--- src/rtl/wt_pkg.sv ---
package wt_pkg;
   typedef enum logic [1:0] {
      WT_ROW     = 2'b00,
      WT_WORD    = 2'b01,
      WT_BYTE    = 2'b10,
      WT_ROW_ALT = 2'b11
   } wt_mode_e;

   typedef enum logic [1:0] {
      ST_IDLE = 2'b00,
      ST_SCAN = 2'b01,
      ST_DONE = 2'b10
   } wt_state_e;
endpackage

--- src/rtl/wt_byte_diff.sv ---
module wt_byte_diff #(
   parameter int WB = 4
) (
   input  logic [WB*8-1:0] old_i,
   input  logic [WB*8-1:0] new_i,
   output logic [WB-1:0]   chg_o
);
   for (genvar b = 0; b < WB; b++) begin : g_lane
      assign chg_o[b] = (old_i[b*8 +: 8] != new_i[b*8 +: 8]);
   end
endmodule

--- src/rtl/wt_key_gen.sv ---
module wt_key_gen
   import wt_pkg::*;
#(
   parameter int COLS  = 8,
   parameter int WB    = 4,
   parameter int ROW_W = 4,
   parameter int COL_W = 3,
   parameter int BI_W  = 2,
   parameter int IDX_W = 6
) (
   input  wt_mode_e           mode_i,
   input  logic [ROW_W-1:0]   row_i,
   input  logic [COL_W-1:0]   col_i,
   input  logic [BI_W-1:0]    bidx_i,
   output logic [IDX_W-1:0]   idx_o
);
   // Arithmetic is carried out at IDX_W bits, which is the key modulo 2**IDX_W.
   localparam int ROW_BYTES = COLS * WB;

   logic [IDX_W-1:0] row_x, col_x, bidx_x;
   assign row_x  = IDX_W'(row_i);
   assign col_x  = IDX_W'(col_i);
   assign bidx_x = IDX_W'(bidx_i);

   always_comb begin
      unique case (mode_i)
         WT_WORD: idx_o = row_x * IDX_W'(COLS) + col_x;
         WT_BYTE: idx_o = row_x * IDX_W'(ROW_BYTES) + col_x * IDX_W'(WB) + bidx_x;
         default: idx_o = row_x;
      endcase
   end
endmodule

--- src/rtl/wt_cnt_table.sv ---
module wt_cnt_table #(
   parameter int DEPTH = 64,
   parameter int IDX_W = 6,
   parameter int CNT_W = 4,
   parameter int LIFE  = 3
) (
   input  logic             clk,
   input  logic             rst_n,
   input  logic             upd_i,
   input  logic [IDX_W-1:0] idx_i,
   output logic             hit_o
);
   localparam logic [CNT_W-1:0] LIFE_C = CNT_W'(LIFE);

   logic [CNT_W-1:0] cnt_q [DEPTH];
   logic [CNT_W-1:0] cur, nxt;

   assign cur   = cnt_q[idx_i];
   assign nxt   = (cur >= LIFE_C) ? LIFE_C : cur + CNT_W'(1);
   assign hit_o = upd_i && (nxt == LIFE_C);

   always_ff @(posedge clk) begin
      if (!rst_n) begin
         for (int i = 0; i < DEPTH; i++) cnt_q[i] <= '0;
      end else if (upd_i) begin
         cnt_q[idx_i] <= nxt;
      end
   end
endmodule

--- src/rtl/wear_tracker.sv ---
module wear_tracker
   import wt_pkg::*;
#(
   parameter int BUS_W = 8,
   parameter int BURST = 2,
   parameter int RATE  = 2,
   parameter int COLS  = 8,
   parameter int ROWS  = 16,
   parameter int DEPTH = 64,
   parameter int LIFE  = 3,
   parameter int CNT_W = 4,
   localparam int WB    = BUS_W * BURST * RATE / 8,
   localparam int DW    = WB * 8,
   localparam int ROW_W = $clog2(ROWS),
   localparam int COL_W = $clog2(COLS)
) (
   input  logic             clk,
   input  logic             rst_n,
   input  logic             req_valid_i,
   output logic             req_ready_o,
   input  logic [1:0]       req_mode_i,
   input  logic [ROW_W-1:0] req_row_i,
   input  logic [COL_W-1:0] req_col_i,
   input  logic [DW-1:0]    req_old_i,
   input  logic [DW-1:0]    req_new_i,
   output logic             done_o,
   output logic             fail_o
);
   localparam int IDX_W = $clog2(DEPTH);
   localparam int BI_W  = (WB > 1) ? $clog2(WB) : 1;
   localparam logic [BI_W-1:0] LAST_B = BI_W'(WB - 1);

   if ((BUS_W * BURST * RATE) % 8 != 0) begin : g_bad_word
      $error("word geometry must give whole bytes");
   end
   if (DEPTH < 2 || DEPTH != (1 << IDX_W)) begin : g_bad_depth
      $error("DEPTH must be a power of two, at least 2");
   end
   if (ROWS < 2 || COLS < 2) begin : g_bad_geom
      $error("ROWS and COLS must each be at least 2");
   end
   if (LIFE < 1 || LIFE >= (1 << CNT_W)) begin : g_bad_life
      $error("LIFE must fit in CNT_W bits");
   end

   wt_state_e        state_q;
   wt_mode_e         mode_q;
   logic [ROW_W-1:0] row_q;
   logic [COL_W-1:0] col_q;
   logic [WB-1:0]    chg_q, chg_in;
   logic [BI_W-1:0]  bidx_q;
   logic             fail_q;
   logic             upd, hit;
   logic [IDX_W-1:0] idx;

   wt_byte_diff #(.WB(WB)) u_diff (
      .old_i (req_old_i),
      .new_i (req_new_i),
      .chg_o (chg_in)
   );

   wt_key_gen #(
      .COLS(COLS), .WB(WB), .ROW_W(ROW_W), .COL_W(COL_W),
      .BI_W(BI_W), .IDX_W(IDX_W)
   ) u_key (
      .mode_i (mode_q),
      .row_i  (row_q),
      .col_i  (col_q),
      .bidx_i (bidx_q),
      .idx_o  (idx)
   );

   wt_cnt_table #(
      .DEPTH(DEPTH), .IDX_W(IDX_W), .CNT_W(CNT_W), .LIFE(LIFE)
   ) u_tbl (
      .clk   (clk),
      .rst_n (rst_n),
      .upd_i (upd),
      .idx_i (idx),
      .hit_o (hit)
   );

   // Row and word modes charge unconditionally; byte mode only on a changed lane.
   assign upd = (state_q == ST_SCAN) &&
                ((mode_q != WT_BYTE) || chg_q[bidx_q]);

   always_ff @(posedge clk) begin
      if (!rst_n) begin
         state_q <= ST_IDLE;
         mode_q  <= WT_ROW;
         row_q   <= '0;
         col_q   <= '0;
         chg_q   <= '0;
         bidx_q  <= '0;
         fail_q  <= 1'b0;
      end else begin
         unique case (state_q)
            ST_IDLE: if (req_valid_i) begin
               mode_q  <= wt_mode_e'(req_mode_i);
               row_q   <= req_row_i;
               col_q   <= req_col_i;
               chg_q   <= chg_in;
               fail_q  <= 1'b0;
               bidx_q  <= (wt_mode_e'(req_mode_i) == WT_BYTE) ? LAST_B : '0;
               state_q <= ST_SCAN;
            end
            ST_SCAN: begin
               fail_q <= fail_q | hit;
               if (bidx_q == '0) state_q <= ST_DONE;
               else              bidx_q  <= bidx_q - BI_W'(1);
            end
            default: state_q <= ST_IDLE;
         endcase
      end
   end

   assign req_ready_o = (state_q == ST_IDLE);
   assign done_o      = (state_q == ST_DONE);
   assign fail_o      = (state_q == ST_DONE) && fail_q;
endmodule

--- config.mk ---
export PLATFORM = sky130hd
export DESIGN_NAME = wear_tracker
export DESIGN_NICKNAME = d
export VERILOG_FILES = /design/src/rtl/wt_pkg.sv /design/src/rtl/wt_byte_diff.sv /design/src/rtl/wt_key_gen.sv /design/src/rtl/wt_cnt_table.sv /design/src/rtl/wear_tracker.sv
export SDC_FILE = /design/constraint.sdc
export NUM_CORES = 1
export LEC_CHECK = 0
export ABC_AREA = 1
export BUFFER_PORTS_ARGS = -buffer_cell sky130_fd_sc_hd__buf_2
export CAP_MARGIN = 30
export CORE_MARGIN = 10
export CORE_UTILIZATION = 59
export DETAILED_ROUTE_END_ITERATION = 12
export GPL_TIMING_DRIVEN = 0
export PLACE_DENSITY = 0.78
export SLEW_MARGIN = 20
export SYNTH_ARGS = -nofsm -noshare
export SYNTH_HDL_FRONTEND = slang
export SYNTH_SLANG_ARGS = --single-unit
--- constraint.sdc ---
create_clock -name clk -period 4.5 [get_ports clk]
set_clock_uncertainty 0.1 [all_clocks]
set_input_delay 1.35 -clock clk [delete_from_list [all_inputs] [get_ports clk]]
set_output_delay 1.35 -clock clk [all_outputs]
set_load 0.005 [all_outputs]
Yosys cells after proc, flatten, opt, wreduce, memory -nomap -nowiden. Memories as Yosys holds them, arrays and structs flattened. Cells that the tools add are included.

Bits in registers: 18. Bits in latches: 0. Memory bits (writable): 256. ROM bits: 0. Memories: 1.

Memories: u_tbl.cnt_q (words 64, bits a word 4, rd ports 1, clocked after Yosys merged registers in 0, write ports 64, line wt_cnt_table.sv:15) `logic [CNT_W-1:0] cnt_q [DEPTH];`.

Add/subtract/negate cells: 5. Multipliers: 0. Divide/modulo/power cells: 0. Magnitude comparators: 2. Eq/ne operators: 14. Shift operators: 0. Mux-type cells: 20. Bitwise logic cells: 1. Reduce and logical (&&, ||, !) cells: 12.

Operator list (count): $ne A8 B8 Y1 (4); $pmux W6 S2 (1); $mux W2 (5); $mux W4 (2); $pmux W2 S2 (2); $mux W1 (7); $add A6 B2 Y6 (1); $add A6 B3 Y6 (1); $add A6 B5 Y6 (1); $eq A2 B2 Y1 const B (3); $mux W6 (1); $ne A2 B2 Y1 const B (3); $reduce_and A2 Y1 (3); $add A4 B1 Y4 const B (1); $eq A2 B1 Y1 const B (2); $eq A4 B2 Y1 const B (1); $ge A4 B2 Y1 const B (1); $logic_not A2 Y1 (2); $reduce_or A4 Y1 (1); $logic_and A1 B1 Y1 (3); $lt A2 B3 Y1 const B (1); $reduce_and A3 Y1 (1); $bmux W1 S2 (1); $ne A2 B1 Y1 const B (1); 5 further kinds (5).

Depth between registers and ports, before layout. An unclocked memory read counts as a cell.

Word-level depth: 10. Mapped depth: 26. Gate-level depth less buffers: 23.

Cells and area by module. Synthesis repeated with hierarchy kept, for this count alone.

Cell total of the unflattened synthesis: 1479. Area, all modules: 13334.0 µm².

By module, submodules not included: wt_cnt_table (times used 1, cells an instance 1227, area an instance 11881.4 µm², seq. area each 7687.4 µm²); wear_tracker (times used 1, cells an instance 109, area an instance 795.8 µm², seq. area each 360.3 µm²); wt_byte_diff (times used 1, cells an instance 108, area an instance 505.5 µm², seq. area each 0.0 µm²); wt_key_gen (times used 1, cells an instance 35, area an instance 151.4 µm², seq. area each 0.0 µm²).

Worst setup path before layout. No wires, ideal clock.

Path type: reg2reg. From: register mode_q[0]. To: memory u_tbl.cnt_q[37][0] (data pin). Library setup time: 0.249 ns. Arrival: 3.102 ns. Data required time: 4.151 ns. Slack: 1.049 ns. Cell stages (with the launch flop): 25. Buffers on the path: 3. Clock period less this slack: 3.451 ns. Cell sequence: dfxtp_1 inv_1 ha_1 inv_2 nand3_1 nand2_1 buf_2 nand2_1 nor2_1 inv_1 or2_2 o21ai_0 nor2_1 a21oi_1 or2_2 nor3_1 ha_1 inv_1 nand2_1 nor2_2 nand3_2 buf_6 buf_6 nand2_1 inv_2.

RTL lines: start, declared (line wear_tracker.sv:47) `wt_mode_e mode_q;`; start signal, assigned (line wear_tracker.sv:99) `mode_q <= wt_mode_e'(req_mode_i);`; end, declared (line wt_cnt_table.sv:15).

==> results.sh <==
export IMPL_seq_area_frac_synth=0.599
export IMPL_first_pass_iters=7
export IMPL_gp_congestion=1.07
export IMPL_synth_top_area_frac=0.572
export IMPL_avgRoutedWirePerCell_um=19.4
export IMPL_rows=55
export IMPL_p_total_mw=7.29
export IMPL_maxCapViolCount=0
export IMPL_drive_above_1_share=0.118
export IMPL_critPathMaxStageDelay_ps=400
export IMPL_path_clk_slew_ps=60
export IMPL_max_slew_margin=0.383
export IMPL_antenna_found_initial=0
export IMPL_grt_pass1_vias=10730
export IMPL_syn_to_final_growth_pct=16.3
export IMPL_cts_tree="yes"
export IMPL_fin_crit_sh=0.985
export IMPL_final_util=0.694
export IMPL_htree_levels=1
export IMPL_cts_num_sinks=274
export IMPL_port_buffers=78
export IMPL_cts_buffer_depth=3
export IMPL_final_max_slew_viol_count=0
export IMPL_worst_pin_slew_ps=916
export IMPL_ys_types=41
export IMPL_synth_area_leaders="edfxtp_1 57%, nand2_1 13%, inv_1 5.4%, nor2_1 4.8%, o21ai_0 3.7%"
export IMPL_cp_arrival_ps=4640
export IMPL_wl_um=39300
export IMPL_synth_area_leader_cell="edfxtp_1"
export IMPL_numCtsBuffers=28
export IMPL_worst_slack_ps=67.2
export IMPL_diodes=0
export IMPL_pin_count=79
export IMPL_synth_seq_cells=274
export IMPL_path_max_fanout=10
export IMPL_status="finished, final reports clean"
export IMPL_final_cell_mix="466 x nand2_1, 256 x edfxtp_1, 191 x inv_1, 168 x nor2_1, 128 x conb_1"
export IMPL_drtIter0Drc=1487
export IMPL_dieArea_um2=29200
export IMPL_crit_required_ps=4700
export IMPL_vias_per_cell=5.47
export IMPL_dr_total_vias=11100
export IMPL_place_ws_ps=-180
export IMPL_grt_overflow_total=0
export IMPL_slowest_stage="ha_1"
export IMPL_crit_chain="inv_1 > ha_1 > inv_2 > nand3_1 > nand2_1 > clkbuf_4 > nand2_1 > nor2_2 > inv_4 > o22ai_1 > nor2_1 > o211ai_1 > o21ai_0 > nand4_1 > nor3_1 > ha_1 > inv_1 > nand3_2 > buf_6 > buf_6 > nand2_1 > inv_1"
export IMPL_final_common_cell="nand2_1"
export IMPL_clk_latency_ps=550
export IMPL_nFillCells=1682
export IMPL_yosysWarnings=0
export IMPL_syn_avg_cell_area_um2=9.04
export IMPL_fp_dieW_um=171
export IMPL_fp_dieH_um=171
export IMPL_ant_nets=0
export IMPL_timing_fmax_ghz=0.226
export IMPL_end_kind="flop"
export IMPL_core_area_um2=22500
export IMPL_drc=0
export IMPL_final_net_count=1801
export IMPL_max_vdd_ir_drop_uv=293
export IMPL_hold_violations=0
export IMPL_start_util=0.597
export IMPL_detailed_place_hpwl_um=27100
export IMPL_leakagePower_nw=7.48
export IMPL_setup_viol=0
export IMPL_netlist_area_um2=13400
export IMPL_root_buffer="clkbuf_16"
export IMPL_grtUsageTotal=0.269
export IMPL_period_minus_slack_ps=4430
export IMPL_hold_class="flop to flop"
export IMPL_critPathLaunchType="flop"
export IMPL_worstSetupPathType="flop to flop"
export IMPL_power_density_nw_per_um2=467
export IMPL_grt_max_degree=15
export IMPL_grt_pass1_wl_um=59100
export IMPL_hold_buffers=0
export IMPL_syn_inst=1486
==> state kept, by name (all words and copies together), names as in the netlist <==
| signal | count |
|---|---|
| u_tbl.cnt_q | 256 |
| chg_q | 4 |
| row_q | 4 |
| col_q | 3 |
| bidx_q | 2 |
| mode_q | 2 |
| state_q | 2 |
| fail_q | 1 |
==> stage by stage <==
stage / setup TNS [ps] / instance area (µm²) / hold slack (ps) / instances
after detailed placement: -17620 / 14700 / 379 / 1976
after CTS: 0 / 15600 / 388 / 2028
final: 0 / 15600 / 385 / 2028
after global routing: -138 / 15600 / 418 / 2028
after floorplan: 0 / 13900 / 344 / 1613
after global placement: -10320 / 14700 / 365 / 1976
==> Yosys cell counts (all sizes together) <==
| cell | instances |
|---|---|
| nand2 | 472 |
| edfxtp | 256 |
| inv | 200 |
| nor2 | 174 |
| o21ai | 120 |
| buf | 42 |
| nand3 | 39 |
| clkbuf | 29 |
| o22ai | 28 |
| dfxtp | 18 |
| xor2 | 18 |
| or2 | 17 |
| a21oi | 16 |
| nor3 | 14 |
| nand4 | 8 |
| o211ai | 6 |
| ha | 4 |
| xnor2 | 4 |
| a22oi | 3 |
| a41oi | 3 |
| a221oi | 2 |
| a31oi | 2 |
| clkinv | 2 |
| nor4 | 2 |
| o21bai | 2 |
| o41ai | 2 |
| a32o | 1 |
| conb | 1 |
| nand3b | 1 |
==> critical path: cells and delay by family, from the launching register on <==
family / cells / cell delay, ps
AO/OA/AOI/OAI: 3 / 520
adder cells (fa/ha/maj): 2 / 680
buffers and inverters: 8 / 1130
flip-flops: 1 / 330
AND/OR/NAND/NOR: 9 / 1430
==> logic make-up (layout without fill, tap and decap cells) <==
logic type	after synthesis	after routing	synth area share
flip-flops	274	274	0.599
AO/OA/AOI/OAI	185	185	0.0764
other	1	128	0.000279
adder cells (fa/ha/maj)	4	4	0.00373
buffers and inverters	273	403	0.0872
AND/OR/NAND/NOR	727	727	0.219
XOR/XNOR	22	22	0.0143
==> path summary, 6_finish.rpt <==
check,startpoint,end,slack (ps),depth (start not counted)
hold / removal,col_q[2]$_SDFFE_PN0P_,col_q[2]$_SDFFE_PN0P_,390,2
setup reg to reg,mode_q[0]$_SDFFE_PN0P_,u_tbl.cnt_q[3][1]$_SDFFCE_PN0P_,70,22
setup / recovery,mode_q[0]$_SDFFE_PN0P_,u_tbl.cnt_q[3][1]$_SDFFCE_PN0P_,70,22
hold reg to reg,col_q[2]$_SDFFE_PN0P_,col_q[2]$_SDFFE_PN0P_,390,2
==> where the power goes <==
group          switching (mW)  leakage [nW]  internal [mW]  total (mW)
registers              0.0450          2.72           2.94        2.99
logic                    1.42          4.32          0.569        1.99
clock network           0.983         0.444           1.33        2.32
total                    2.45          7.48           4.84        7.29
==> layer usage <==
| layer | part of all wire | global-route usage | vias to the layer above | routed length (µm) |
|---|---|---|---|---|
| li1 | - | - | 5161 | - |
| met5 | 0 | 0.00181 | - | 0 |
| met2 | 0.46 | 0.435 | 778 | 17900 |
| met3 | 0.14 | 0.0647 | 162 | 5500 |
| met4 | 0.053 | 0.131 | 0 | 2090 |
| met1 | 0.35 | 0.333 | 4999 | 13800 |
==> final cells by class <==
cell class | count | area [µm²] | area share
flip-flops and latches | 274 | 8050 | 0.515
multi-input cells | 1066 | 4730 | 0.303
inverters | 202 | 767 | 0.0491
clock buffers | 30 | 729 | 0.0467
plain buffers | 71 | 415 | 0.0266
repair buffers | 78 | 390 | 0.0250
well taps | 285 | 357 | 0.0228
clock inverters | 22 | 178 | 0.0114
==> repair_timing <==
action	in CTS	in global routing
buffers inserted	0	0
pin swaps	0	0
gates resized for setup	3	15
endpoints found under the hold margin	0	0
endpoints found under the setup margin	148	185
Power figures use the tool's default switching activity.
